## src/rtl/vq_pkg.sv

```systemverilog
package vq_pkg;

  // Channel positions inside the synchronizer vector.
  localparam int unsigned VQ_CH_VLY  = 0;
  localparam int unsigned VQ_CH_ARM  = 1;
  localparam int unsigned VQ_CH_GATE = 2;
  localparam int unsigned VQ_NCH     = 3;

  // Bits needed to hold the value n (at least one).
  function automatic int unsigned vq_cw(input int unsigned n);
    return (n < 1) ? 1 : $clog2(n + 1);
  endfunction

endpackage

```

## src/rtl/vq_sync.sv

```systemverilog
module vq_sync #(
  parameter int unsigned WIDTH  = 3,
  parameter int unsigned STAGES = 2
) (
  input  logic             clk,
  input  logic             rst,
  input  logic [WIDTH-1:0] d_i,
  output logic [WIDTH-1:0] q_o
);

  logic [WIDTH-1:0] chain [STAGES];

  for (genvar s = 0; s < STAGES; s++) begin : g_stage
    if (s == 0) begin : g_first
      always_ff @(posedge clk) begin
        if (rst) chain[s] <= '0;
        else     chain[s] <= d_i;
      end
    end else begin : g_next
      always_ff @(posedge clk) begin
        if (rst) chain[s] <= '0;
        else     chain[s] <= chain[s-1];
      end
    end
  end

  assign q_o = chain[STAGES-1];

endmodule

```

## src/rtl/vq_window.sv

```systemverilog
module vq_window #(
  parameter int unsigned LEN = 100
) (
  input  logic clk,
  input  logic rst,
  input  logic start_i,
  output logic busy_o
);

  localparam int unsigned CW = vq_pkg::vq_cw(LEN);

  logic [CW-1:0] remain_q;

  always_ff @(posedge clk) begin
    if (rst)                 remain_q <= '0;
    else if (start_i)        remain_q <= CW'(LEN);
    else if (remain_q != '0) remain_q <= remain_q - 1'b1;
  end

  assign busy_o = (remain_q != '0);

endmodule

```

## src/rtl/vq_delay.sv

```systemverilog
module vq_delay #(
  parameter int unsigned DELAY = 25
) (
  input  logic clk,
  input  logic rst,
  input  logic start_i,
  input  logic cancel_i,
  output logic pulse_o,
  output logic pending_o
);

  localparam int unsigned CW = vq_pkg::vq_cw(DELAY - 1);

  logic [CW-1:0] left_q;
  logic          pend_q;
  logic          pulse_q;

  always_ff @(posedge clk) begin
    if (rst) begin
      left_q  <= '0;
      pend_q  <= 1'b0;
      pulse_q <= 1'b0;
    end else begin
      pulse_q <= 1'b0;
      if (cancel_i) begin
        pend_q <= 1'b0;
      end else if (start_i) begin
        pend_q <= 1'b1;
        left_q <= CW'(DELAY - 1);
      end else if (pend_q) begin
        if (left_q == '0) begin
          pulse_q <= 1'b1;
          pend_q  <= 1'b0;
        end else begin
          left_q <= left_q - 1'b1;
        end
      end
    end
  end

  assign pulse_o   = pulse_q;
  assign pending_o = pend_q;

endmodule

```

## src/rtl/valley_qualifier.sv

```systemverilog
module valley_qualifier #(
  parameter int unsigned DELAY_CYC   = 25,
  parameter int unsigned MASK_CYC    = 100,
  parameter int unsigned SYNC_STAGES = 2
) (
  input  logic clk,
  input  logic rst,
  input  logic arm_cmp_i,
  input  logic vly_cmp_i,
  input  logic gate_i,
  output logic valley_o
);

  import vq_pkg::*;

  logic [VQ_NCH-1:0] raw_in;
  logic [VQ_NCH-1:0] aligned;
  logic gate_lvl, arm_lvl, vly_lvl;
  logic g_prev, v_prev;
  logic g_rise, g_fall, v_fall;
  logic mask_busy, shield;
  logic armed_q, accept;
  logic dly_pending, pulse;

  // Gate goes through the same chain so windows are measured pin to pin.
  always_comb begin
    raw_in             = '0;
    raw_in[VQ_CH_VLY]  = vly_cmp_i;
    raw_in[VQ_CH_ARM]  = arm_cmp_i;
    raw_in[VQ_CH_GATE] = gate_i;
  end

  vq_sync #(
    .WIDTH (VQ_NCH),
    .STAGES(SYNC_STAGES)
  ) u_sync (
    .clk(clk),
    .rst(rst),
    .d_i(raw_in),
    .q_o(aligned)
  );

  assign gate_lvl = aligned[VQ_CH_GATE];
  assign arm_lvl  = aligned[VQ_CH_ARM];
  assign vly_lvl  = aligned[VQ_CH_VLY];

  always_ff @(posedge clk) begin
    if (rst) begin
      g_prev <= 1'b0;
      v_prev <= 1'b0;
    end else begin
      g_prev <= gate_lvl;
      v_prev <= vly_lvl;
    end
  end

  assign g_rise = gate_lvl & ~g_prev;
  assign g_fall = ~gate_lvl & g_prev;
  assign v_fall = ~vly_lvl & v_prev;

  vq_window #(
    .LEN(MASK_CYC)
  ) u_window (
    .clk    (clk),
    .rst    (rst),
    .start_i(g_fall),
    .busy_o (mask_busy)
  );

  // Crossings are ignored while the switch is on, at turn-off and in the window.
  assign shield = gate_lvl | g_fall | mask_busy;

  // Arming: cleared by a gate rise or any consumed crossing, set by the high flag.
  always_ff @(posedge clk) begin
    if (rst)                   armed_q <= 1'b0;
    else if (g_rise | v_fall)  armed_q <= 1'b0;
    else if (arm_lvl)          armed_q <= 1'b1;
  end

  assign accept = v_fall & armed_q & ~shield;

  vq_delay #(
    .DELAY(DELAY_CYC)
  ) u_delay (
    .clk      (clk),
    .rst      (rst),
    .start_i  (accept),
    .cancel_i (g_rise),
    .pulse_o  (pulse),
    .pending_o(dly_pending)
  );

  assign valley_o = pulse;

endmodule

```

## config.mk

```make
export PLATFORM = sky130hd
export DESIGN_NAME = valley_qualifier
export DESIGN_NICKNAME = d
export VERILOG_FILES = /design/src/rtl/vq_pkg.sv /design/src/rtl/vq_sync.sv /design/src/rtl/vq_window.sv /design/src/rtl/vq_delay.sv /design/src/rtl/valley_qualifier.sv
export SDC_FILE = /design/constraint.sdc
export NUM_CORES = 1
export LEC_CHECK = 0
export BUFFER_PORTS_ARGS = -buffer_cell sky130_fd_sc_hd__buf_2
export CAP_MARGIN = 10
export CORE_MARGIN = 1
export CORE_UTILIZATION = 50
export CTS_CLUSTER_DIAMETER = 200
export DETAILED_ROUTE_END_ITERATION = 12
export PLACE_DENSITY = 0.78
export SYNTH_ARGS = -nofsm -noshare
export SYNTH_HDL_FRONTEND = slang
export SYNTH_SLANG_ARGS = --single-unit
```

## constraint.sdc

```tcl
create_clock -name clk -period 1.75 [get_ports clk]
set_input_delay 0.35 -clock clk [delete_from_list [all_inputs] [get_ports clk]]
set_output_delay 0.35 -clock clk [all_outputs]
set_load 0.01 [all_outputs]
```

======== Yosys cells after proc, flatten, opt, wreduce, memory -nomap -nowiden ========
Memories as Yosys holds them, arrays and structs flattened.
Index checks and enable logic that the tools add are counted.
storage, ports and cells
  bits in registers ....................... 17
  bits in latches ......................... 0
  RAM bits ................................ 6
  memory bits (read-only) ................. 0
  input bits .............................. 5
  output and inout bits ................... 1
  word-level logic and storage cells ...... 51
  memories ................................ 1
cells by class
  add/subtract/negate cells ............... 2
  multipliers ............................. 0
  div/mod/pow operators ................... 0
  order comparisons ....................... 0
  equality and inequality tests ........... 1
  shift operators ......................... 0
  muxes and demuxes ....................... 14
  bitwise logic cells ..................... 16
  reductions and logical operators ........ 9
memories
  name          words  width  rd ports  clocked after memory_dff  wr ports  line           RTL
  u_sync.chain  2      3      2         0                         2         vq_sync.sv:11  logic [WIDTH-1:0] chain [STAGES];
operators with widths
  cell                                                                 number
  5-bit 2-to-1 mux                                                     3
  7-bit 2-to-1 mux                                                     2
  1-bit 2-to-1 mux                                                     7
  7-bit nonzero test                                                   1
  7-bit by 1-bit subtractor with 7-bit output (second input constant)  1
  3-bit 2-to-1 mux                                                     2
  1-bit NOT                                                            6
  2-bit OR reduction                                                   3
  1-bit AND                                                            5
  5-bit zero test                                                      1
  1-bit OR                                                             5
  5-bit by 1-bit subtractor with 5-bit output (second input constant)  1
  2-bit nonzero test                                                   2
  4-bit OR reduction                                                   1
  3-bit AND reduction                                                  1
  2-bit inequality test (second input constant)                        1

======== Logic depth before layout (Yosys ltp) ========
Gate-level depths: netlist of the first run.
  depth after elaboration ................. 8
  depth in mapped cells ................... 6
  depth with buffers taken out ............ 6

======== By module ========
A second synthesis of the first run with hierarchy kept.
second synthesis, totals
  cell total of the unflattened synthesis .. 96
  area total of the unflattened synthesis .. 964.7 um^2
by module, submodules not included
  module            times used  cells each  area each (um^2)  seq. area each (um^2)
  vq_window         1           37          361.6             140.1
  vq_delay          1           35          317.8             140.1
  vq_sync           1           12          157.7             120.1
  valley_qualifier  1           12          127.6             60.1

======== Least setup slack after synthesis of the first run ========
No wires, ideal clock.
  kind .................................... reg2reg
  start point ............................. register u_window.remain_q[4]
  end point ............................... register u_delay.left_q[2]
  setup time .............................. 132 ps
  data arrival time ....................... 1323 ps
  required time ........................... 1618 ps
  slack ................................... 295 ps
  stages on the path, launching flop included .. 5
  path buffers ............................ 0
  period minus slack after synthesis ...... 1455 ps
  path through ............................ dfxtp_1 nor4_2 nand4_2 a32oi_1 a21oi_1
between the ends
  cells in the longest elaborated chain, start to end .. 6
  elaborated cells on any way between the ends .. 8
  classes of those cells .................. eq/ne (1); mux (1); bitwise (3); reduce/logical (3)
RTL lines
  element                                                                line                    RTL
  from (decl)                                                            vq_window.sv:12         logic [CW-1:0] remain_q;
  from (signal assigned)                                                 vq_window.sv:16         else if (start_i) remain_q <= CW'(LEN);
  from (signal assigned)                                                 vq_window.sv:17         else if (remain_q != '0) remain_q <= remain_q - 1'b1;
  7-bit nonzero test *                                                   vq_window.sv:20         assign busy_o = (remain_q != '0);
  1-bit OR *                                                             valley_qualifier.sv:71  assign shield = gate_lvl | g_fall | mask_busy;
  1-bit NOT *                                                            valley_qualifier.sv:80  assign accept = v_fall & armed_q & ~shield;
  1-bit AND *                                                            valley_qualifier.sv:80
  2-bit inequality test (no line) or 2-bit nonzero test (tied branches)  n/a
  3-bit AND reduction (no line)                                          n/a
  to (signal assigned)                                                   vq_delay.sv:29          left_q <= CW'(DELAY - 1);
  to (signal assigned)                                                   vq_delay.sv:35          left_q <= left_q - 1'b1;
  to (decl)                                                              vq_delay.sv:14          logic [CW-1:0] left_q;
Mark *: on every way between the ends. The rest lies on a longest branch, timed or not.
A chain may end at the register's enable or synchronous reset.

======== Worst setup path in the final report of the first run ========
Ends and elaborated chain as after synthesis.

==> qor.log, run 1 <==
[sta] Hold Vio Cnt, Final 0
[global_route] total global routing track utilization 0.1884
[setup_path] Worst path top cell family by delay simple AND/OR/NAND/NOR gates
[sta] normalized max-slew margin 0.6996
[pwr] share of power burned in the clock network 0.168
[setup_path] Slowest cell on crit path sky130_fd_sc_hd__nor4_2
[sta] number of pins exceeding their max-slew limit in the final report 0
[sta] slew at the pin closest to its max-slew limit 0.4497 ns
[pwr] Reg power frac 0.493
[cts] CTS max path bufs 2
[synthesis] synthesized area 968.4 um^2
[route] initial drt markers 7
[setup_path] Worst Path Max Fanout 10
[worst_hold_path] source of the worst hold timing path gate_i
[floorplanning] area of the placeable core 0.001764 mm^2
[place] final estimated routing congestion in global placement 0.8375
[pwr] Static Leakage 0.3918 nW
[setup_path] reg2reg start u_window.remain_q[4]
[synthesis] per-instance average area after synthesis 9.402 um^2
[cts] Post-CTS Repair Setup Buffers 0
[global_route] vias in the first global route 648
[setup_path] launching element type of the critical path flip-flop
[sta] number of endpoints failing setup at the final stage 0
[sta] post-layout worst setup margin 0.1139 ns
[synthesis] net count of the mapped netlist 111
[floorplanning] Placement Rows 15
[cts] clock tree from TritonCTS yes
[pwr] Switch Pwr 0.0004884 W
[pwr] internal power contribution 0.0009278 W
[status] outcome complete, no violations
[place] count of placed standard cells including taps 131
[pwr] Logic pwr share 0.339
[setup_path] buffers plus inverters on the worst setup path 0
[sta] final critical path time including I/O delays and setup 1.636 ns
[floorplanning] Die Ht 46.01 um
[route] number of detailed-routing iterations run before antenna repair 4
[floorplanning] Die ar. 0.002117 mm^2
[synthesis] number of synthesized register bits 23
[route] routed len/inst 11.84 um
[global_route] global-route wire length before repair 2718 um
[global_route] leftover overflow at the end of global routing 0
[global_route] initial antenna violation count 0
[place] Placement Setup Slack 0.1336 ns
[route] via-per-instance ratio 5.304
[cts] clock tree sinks 23
[floorplanning] count of pins on the block boundary 6
[floorplanning] initial core utilization 0.5489
[synthesis] post-synth cell types 34
[final_layout] number of standard cells in the final layout excluding fillers 135
[global_route] largest net degree at the start of global routing 23
[setup_path] beginning of the critical path u_window.remain_q[4]
[cts] cell chosen for the clock root sky130_fd_sc_hd__clkbuf_4
[cts] CTS HTree Levels 1
[sta] Max Fclk 611.2 MHz
[synthesis] number of enable-type register cells in the synthesized netlist 0
[route] final wirelength 1599 um
[route] Routed Antenna Nets 0
[pwr] Net Sw Frac 0.3449
[sta] period utilisation layout 0.9349
[pwr] PwrDens 1344 mW/mm^2
[sta] skew final 0.001267 ns
[synthesis] Post-synth top flop sky130_fd_sc_hd__dfxtp_1
[setup_path] endpoint kind of the worst setup timing path flip-flop
[synthesis] Synth Instances 103
[synthesis] Async S/R FF share, synth 0
[place] IO buf count 5
[final_layout] Nets 119
[sta] setup repair after global routing missed its margin no
[synthesis] fraction of the yosys area taken by sequential cells 0.4755
[floorplanning] width of the die 46.01 um
[place] half-perimeter wire length of the detailed placement result 1184 um
[cts] Skew-Pair Late Insertion Delay 0.31 ns
[setup_path] largest stage delay on the critical path 0.46 ns
[worst_hold_path] worst min-delay path class primary input to flip-flop
[synthesis] Warnings, synthesis 0
[setup_path] crit path cell chain nor4_2 -> nand4_2 -> a32oi_1 -> a21oi_1
[setup_path] start-to-end type of the worst setup path flip-flop to flip-flop
[final_layout] Inserted Diodes 0
[setup_path] critical path required time 1.94 ns
[route] total DRC errors in the routed layout 0
[final_layout] fraction of final layout cells with drive strength greater than 1 0.1455
[pwr] Peak VDD IR 0.8151 mV
[setup_path] arrival time reported for the critical path endpoint 1.83 ns
[route] vias after detailed routing 716
[cts] number of buffers created by CTS 3
[sta] setup_tns 0 ns
[final_layout] Synth-to-Final Area Change 8.785%
[job] Max Cap Viol 0
[cts] clock slew at the register clock pins of the worst setup and hold paths 0.12 ns
==> sequential cells by signal, indices dropped and copies added, names as in the netlist <==
signal,cells
v_prev,1
armed_q,1
u_window.remain_q,7
u_delay.left_q,5
g_prev,1
u_delay.pulse_o,1
u_delay.pending_o,1
u_sync.chain,6
==> power groups by stage <==
stage / logic (W) / clock network, W / registers [W]
after floorplan: 0.000416 / 0 / 0.000689
after global placement: 0.000469 / 0 / 0.000704
final: 0.000480 / 0.000238 / 0.000698
after global routing: 0.000535 / 0.000272 / 0.000709
after CTS: 0.000483 / 0.000252 / 0.000696
after detailed placement: 0.000483 / 0 / 0.000705
==> worst paths after layout <==
kind | end | slack (ns) | depth (start not counted)
min | u_sync.chain[0][2] | 0.24 | 2
max reg2reg | u_delay.left_q[2] | 0.11 | 4
min reg2reg | u_sync.chain[1][2] | 0.46 | 1
max | u_delay.left_q[2] | 0.11 | 4
==> stage by stage <==
step / power, W / util / hold slack, ns / cell area [um^2]
3_5_place_dp: 0.001189 / 0.5787 / 0.4358 / 1021
6_report: 0.001416 / 0.5972 / 0.2441 / 1054
5_1_grt: 0.001516 / 0.5972 / 0.2293 / 1054
2_1_floorplan: 0.001105 / - / 0.4138 / 968.4
3_3_place_gp: 0.001173 / 0.5787 / 0.4173 / 1021
4_1_cts: 0.001431 / 0.5943 / 0.2329 / 1049
==> logic make-up (layout without fill, tap and decap cells) <==
logic type	after synthesis	in the layout	share of synthesized area
XOR/XNOR	3	3	0.02714
buffers and inverters	9	16	0.03488
adder cells (fa/ha/maj)	3	3	0.03876
flip-flops	23	23	0.4755
AO/OA/AOI/OAI	21	21	0.1550
AND/OR/NAND/NOR	44	44	0.2688
==> metal layers <==
layer  share of wire  GRT usage  vias to the layer above
met5               0          0                        -
met4           0.018     0.1059                        0
met3           0.028    0.07143                        4
met2            0.47     0.2901                       10
met1            0.48     0.2225                      323
li1                -          -                      379
==> cell usage after synthesis (2+ instances only) <==
cell                        n  area share
sky130_fd_sc_hd__a21oi_1    6       0.031
sky130_fd_sc_hd__a31oi_1    3       0.019
sky130_fd_sc_hd__clkbuf_1   3       0.012
sky130_fd_sc_hd__dfxtp_1   23        0.48
sky130_fd_sc_hd__ha_1       3       0.039
sky130_fd_sc_hd__inv_1      6       0.023
sky130_fd_sc_hd__nand2_1    6       0.023
sky130_fd_sc_hd__nand2b_1   3       0.019
sky130_fd_sc_hd__nand3_1    2       0.010
sky130_fd_sc_hd__nand4_1    2       0.013
sky130_fd_sc_hd__nor2_1     8       0.031
sky130_fd_sc_hd__nor2b_1   11       0.071
sky130_fd_sc_hd__nor3_1     2       0.010
sky130_fd_sc_hd__o211ai_1   3       0.023
sky130_fd_sc_hd__o31ai_1    2       0.015
sky130_fd_sc_hd__xnor2_1    2       0.018
==> cell usage in the layout (no fill, tap or decap), drive strengths merged, types with 6 or more instances in the layout <==
master	Yosys	final
dfxtp	23	23
nor2b	11	11
nor2	8	8
inv	6	6
a21oi	6	6
nand2	6	6
buf	0	6
==> worst reg2reg max path: cells and delay by family, from the launching register on <==
family           cells  cell delay, ns
flip-flops           1            0.37
AND/OR/NAND/NOR      2            0.79
AO/OA/AOI/OAI        2            0.37
==> area by class of cell <==
type / count / area [um^2]
Sequential cell: 23 / 460.4
Timing Repair Buffer: 6 / 32.53
Fill cell: 168 / 710.7
Clock inverter: 1 / 5.005
Multi-Input combinational cell: 71 / 479.2
Clock buffer: 3 / 22.52
Tap cell: 25 / 31.28
Inverter: 6 / 22.52
==> what timing repair did <==
action                                  4_1_cts  5_1_grt
resized for setup                             0        1
hold buffers                                  0        0
endpoints found under the setup margin        0        1
No activity file was read; power rests on OpenSTA's default activity.
==> inputs of run 2 (changes only) <==
CORE_UTILIZATION = 55   (was 50)
PLACE_DENSITY = 0.83   (was 0.78)
==> run 2 against run 1 <==
Critical path depth rose by 2. Sequential power rose by 2%. Sequential cell count did not move. Non-clock buffer count did not move. Clock power barely moved. Final area fell by 0.47%. Register-to-register slack improved by 0.09 ns. Die area fell by 8.7%. Worst hold slack improved by 0.0055 ns.
==> qor.log, run 2 (synthesis gave the netlist of run 1 again) <==
[cts] clock slew at the register clock pins of the worst setup and hold paths 0.13 ns [about the same]
[pwr] Peak VDD IR 1.128 mV [+38%]
[cts] Skew-Pair Late Insertion Delay 0.30 ns [about the same]
[route] via-per-instance ratio 5.746 [+8.3%]
[cts] clock tree sinks 23 [unchanged]
[place] IO buf count 5 [unchanged]
[setup_path] start-to-end type of the worst setup path flip-flop to flip-flop
[global_route] global-route wire length before repair 2877 um [+5.8%]
[final_layout] area used by multi-input combinational logic 485.5 um^2 [+1.3%]
[worst_hold_path] source of the worst hold timing path gate_i
[cts] number of buffers created by CTS 3 [unchanged]
[route] number of detailed-routing iterations run before antenna repair 6 [+2]
[final_layout] fraction of final layout cells with drive strength greater than 1 0.1455 [unchanged]
[worst_hold_path] Worst Hold End u_sync.chain[0][2]
[setup_path] Slowest cell on crit path sky130_fd_sc_hd__o31ai_1
[floorplanning] initial core utilization 0.6143 [+0.06535]
[final_layout] largest register by flop count u_window.remain_q
[place] count of placed standard cells including taps 122 [-6.9%]
[setup_path] Worst Path Max Fanout 4 [-6]
[final_layout] number of flip-flops in the largest register 7 [unchanged]
[final_layout] number of inserted filler cells in the final layout 124 [-26%]
[route] final wirelength 1585 um [-0.88%]
[sta] final critical path time including I/O delays and setup 1.551 ns [-0.08516 ns]
[sta] number of endpoints failing setup at the final stage 0 [unchanged]
[sta] normalized max-slew margin 0.6216 [-0.07796]
[sta] setup_tns 0 ns [unchanged]
[sta] period utilisation layout 0.8863 [-0.04866]
[cts] CTS Hold Bufs 0 [unchanged]
[sta] number of pins exceeding their max-slew limit in the final report 0 [unchanged]
[global_route] initial antenna violation count 0 [unchanged]
[setup_path] largest stage delay on the critical path 0.49 ns [+0.03 ns]
[worst_hold_path] count of cells along the worst hold path 2 [unchanged]
[setup_path] critical path required time 1.99 ns [+0.05 ns]
[cts] cell chosen for the clock root sky130_fd_sc_hd__clkbuf_4
[floorplanning] width of the die 43.96 um [-4.5%]
[final_layout] core utilization of the finished layout 0.6651 [+0.06792]
[floorplanning] Die Ht 43.96 um [-4.5%]
[worst_hold_path] worst min-delay path class primary input to flip-flop
[route] routed len/inst 12.58 um [+6.2%]
[status] outcome complete, no violations
[final_layout] FF+latch area 460.4 um^2 [unchanged]
[cts] post_cts resized 0 [unchanged]
[setup_path] number of cells traversed by the worst register-to-register path 6 [+2]
[route] total DRC errors in the routed layout 0 [unchanged]
[pwr] Static Leakage 0.4025 nW [+2.7%]
[setup_path] Reg-to-Reg End u_delay.left_q[0]
[final_layout] Synth-to-Final Area Change 8.269%
[sta] setup repair after global routing missed its margin no
[final_layout] Inserted Diodes 0 [unchanged]
[global_route] vias in the first global route 693 [+6.9%]
[setup_path] endpoint kind of the worst setup timing path flip-flop
[floorplanning] Placement Rows 14 [-1]
[cts] Post-CTS Repair Setup Buffers 0 [unchanged]
[route] Routed Antenna Nets 0 [unchanged]
[route] initial drt markers 10 [+3]
[setup_path] flop2flop setup slack 0.20 ns [+0.09 ns]
[floorplanning] Die ar. 0.001932 mm^2 [-8.7%]
[route] vias after detailed routing 724 [+1.1%]
[setup_path] depth of the critical timing path with buffers and inverters included 6 [+2]
[place] half-perimeter wire length of the detailed placement result 1136 um [-4.0%]
[final_layout] leading cell type in the layout, fill and taps excluded sky130_fd_sc_hd__dfxtp_1
[job] Max Cap Viol 0 [unchanged]
[cts] CTS HTree Levels 1 [unchanged]
[sta] slew at the pin closest to its max-slew limit 0.5628 ns [+0.1130 ns]
[final_layout] most frequent cells in the layout 23 x sky130_fd_sc_hd__dfxtp_1, 10 x sky130_fd_sc_hd__nor2b_1, 8 x sky130_fd_sc_hd__nor2_1
[floorplanning] area of the placeable core 0.001577 mm^2 [-11%]
[pwr] PwrDens 1396 mW/mm^2 [+3.9%]
[setup_path] crit path cell chain inv_1 -> ha_1 -> nand2b_1 -> o31ai_1 -> o211ai_1 -> a21oi_1
[setup_path] arrival time reported for the critical path endpoint 1.80 ns [-0.03 ns]
[final_layout] Largest regs u_window.remain_q: 7 flops, u_sync.chain: 6 flops, u_delay.left_q: 5 flops
[cts] clock tree from TritonCTS yes
[sta] Max Fclk 644.8 MHz [+5.5%]
[floorplanning] count of pins on the block boundary 6 [unchanged]
[setup_path] launching element type of the critical path flip-flop
[sta] skew final 0.003294 ns [+0.002027 ns]
[sta] Hold Vio Cnt, Final 0 [unchanged]
[global_route] largest net degree at the start of global routing 23 [unchanged]
[global_route] total global routing track utilization 0.2009 [+0.01250]
[final_layout] Nets 119 [unchanged]
[cts] CTS max path bufs 2 [unchanged]
[setup_path] reg2reg start u_delay.left_q[0]
[global_route] leftover overflow at the end of global routing 0 [unchanged]
[place] final estimated routing congestion in global placement 0.8296 [-0.94%]
[setup_path] buffers plus inverters on the worst setup path 1 [+1]
[final_layout] number of standard cells in the final layout excluding fillers 126 [-6.7%]
[setup_path] Worst path top cell family by delay compound AO/OA/AOI/OAI gates
## run 2: cell count changes in the layout (fill, tap and decap cells not counted)
cell	delta
sky130_fd_sc_hd__o31ai_1	+1
sky130_fd_sc_hd__nor4_2	-1
sky130_fd_sc_hd__nor4_4	+1
sky130_fd_sc_hd__nor2b_1	-1
sky130_fd_sc_hd__o31ai_2	-1
sky130_fd_sc_hd__nor2b_2	+1
## run 2: routing by layer
layer / part of all wire / track usage / routed length (um)
met1: 0.49 / 0.2507 / 784
met5: 0 / 0 / 0
met2: 0.48 / 0.3552 / 758
met3: 0.018 / 0.02500 / 28
met4: 0.0082 / 0.07273 / 13
## run 2: worst max-delay path by stage
stage | startpoint | end
2_1_floorplan | u_window.remain_q[4] | u_delay.left_q[2]
3_3_place_gp | u_window.remain_q[4] | u_delay.left_q[2]
3_5_place_dp | u_window.remain_q[4] | u_delay.left_q[2]
4_1_cts | u_window.remain_q[4] | u_delay.left_q[2]
5_1_grt | u_delay.left_q[0] | u_delay.left_q[2]
6_report | u_delay.left_q[0] | u_delay.left_q[0]
## run 2: power breakdown
part           switching (W)  total, W  leakage [nW]  internal, W
logic               0.000254  0.000508         0.196     0.000255
registers           0.000104  0.000714         0.188     0.000610
clock network       0.000156  0.000241        0.0177    0.0000851
## run 2: final cells by class
class                           count  share of cell area
Clock buffer                        3             0.02148
Sequential cell                    23              0.4391
Clock inverter                      1            0.004773
Timing Repair Buffer                6             0.03103
Inverter                            6             0.02148
Tap cell                           16             0.01909
Multi-Input combinational cell     71              0.4630
## run 2: per-stage QoR
step	power, W	hold slack [ns]	area (um^2)	setup WS (ns)
global route	0.001560	0.2639	1049	0.002264
CTS	0.001430	0.2521	1037	0.08128
floorplan	0.001105	0.4138	968.4	0.2950
detailed placement	0.001191	0.4297	1010	0.09764
finish	0.001464	0.2495	1049	0.1991
global placement	0.001168	0.4212	1010	0.1901
## run 2: worst register-to-register path, cell delays in order, from the launching register on
cell	delay [ns]
sky130_fd_sc_hd__dfxtp_1	0.34
sky130_fd_sc_hd__inv_1	0.07
sky130_fd_sc_hd__ha_1	0.19
sky130_fd_sc_hd__nand2b_1	0.10
sky130_fd_sc_hd__o31ai_1	0.49
sky130_fd_sc_hd__o211ai_1	0.15
sky130_fd_sc_hd__a21oi_1	0.15
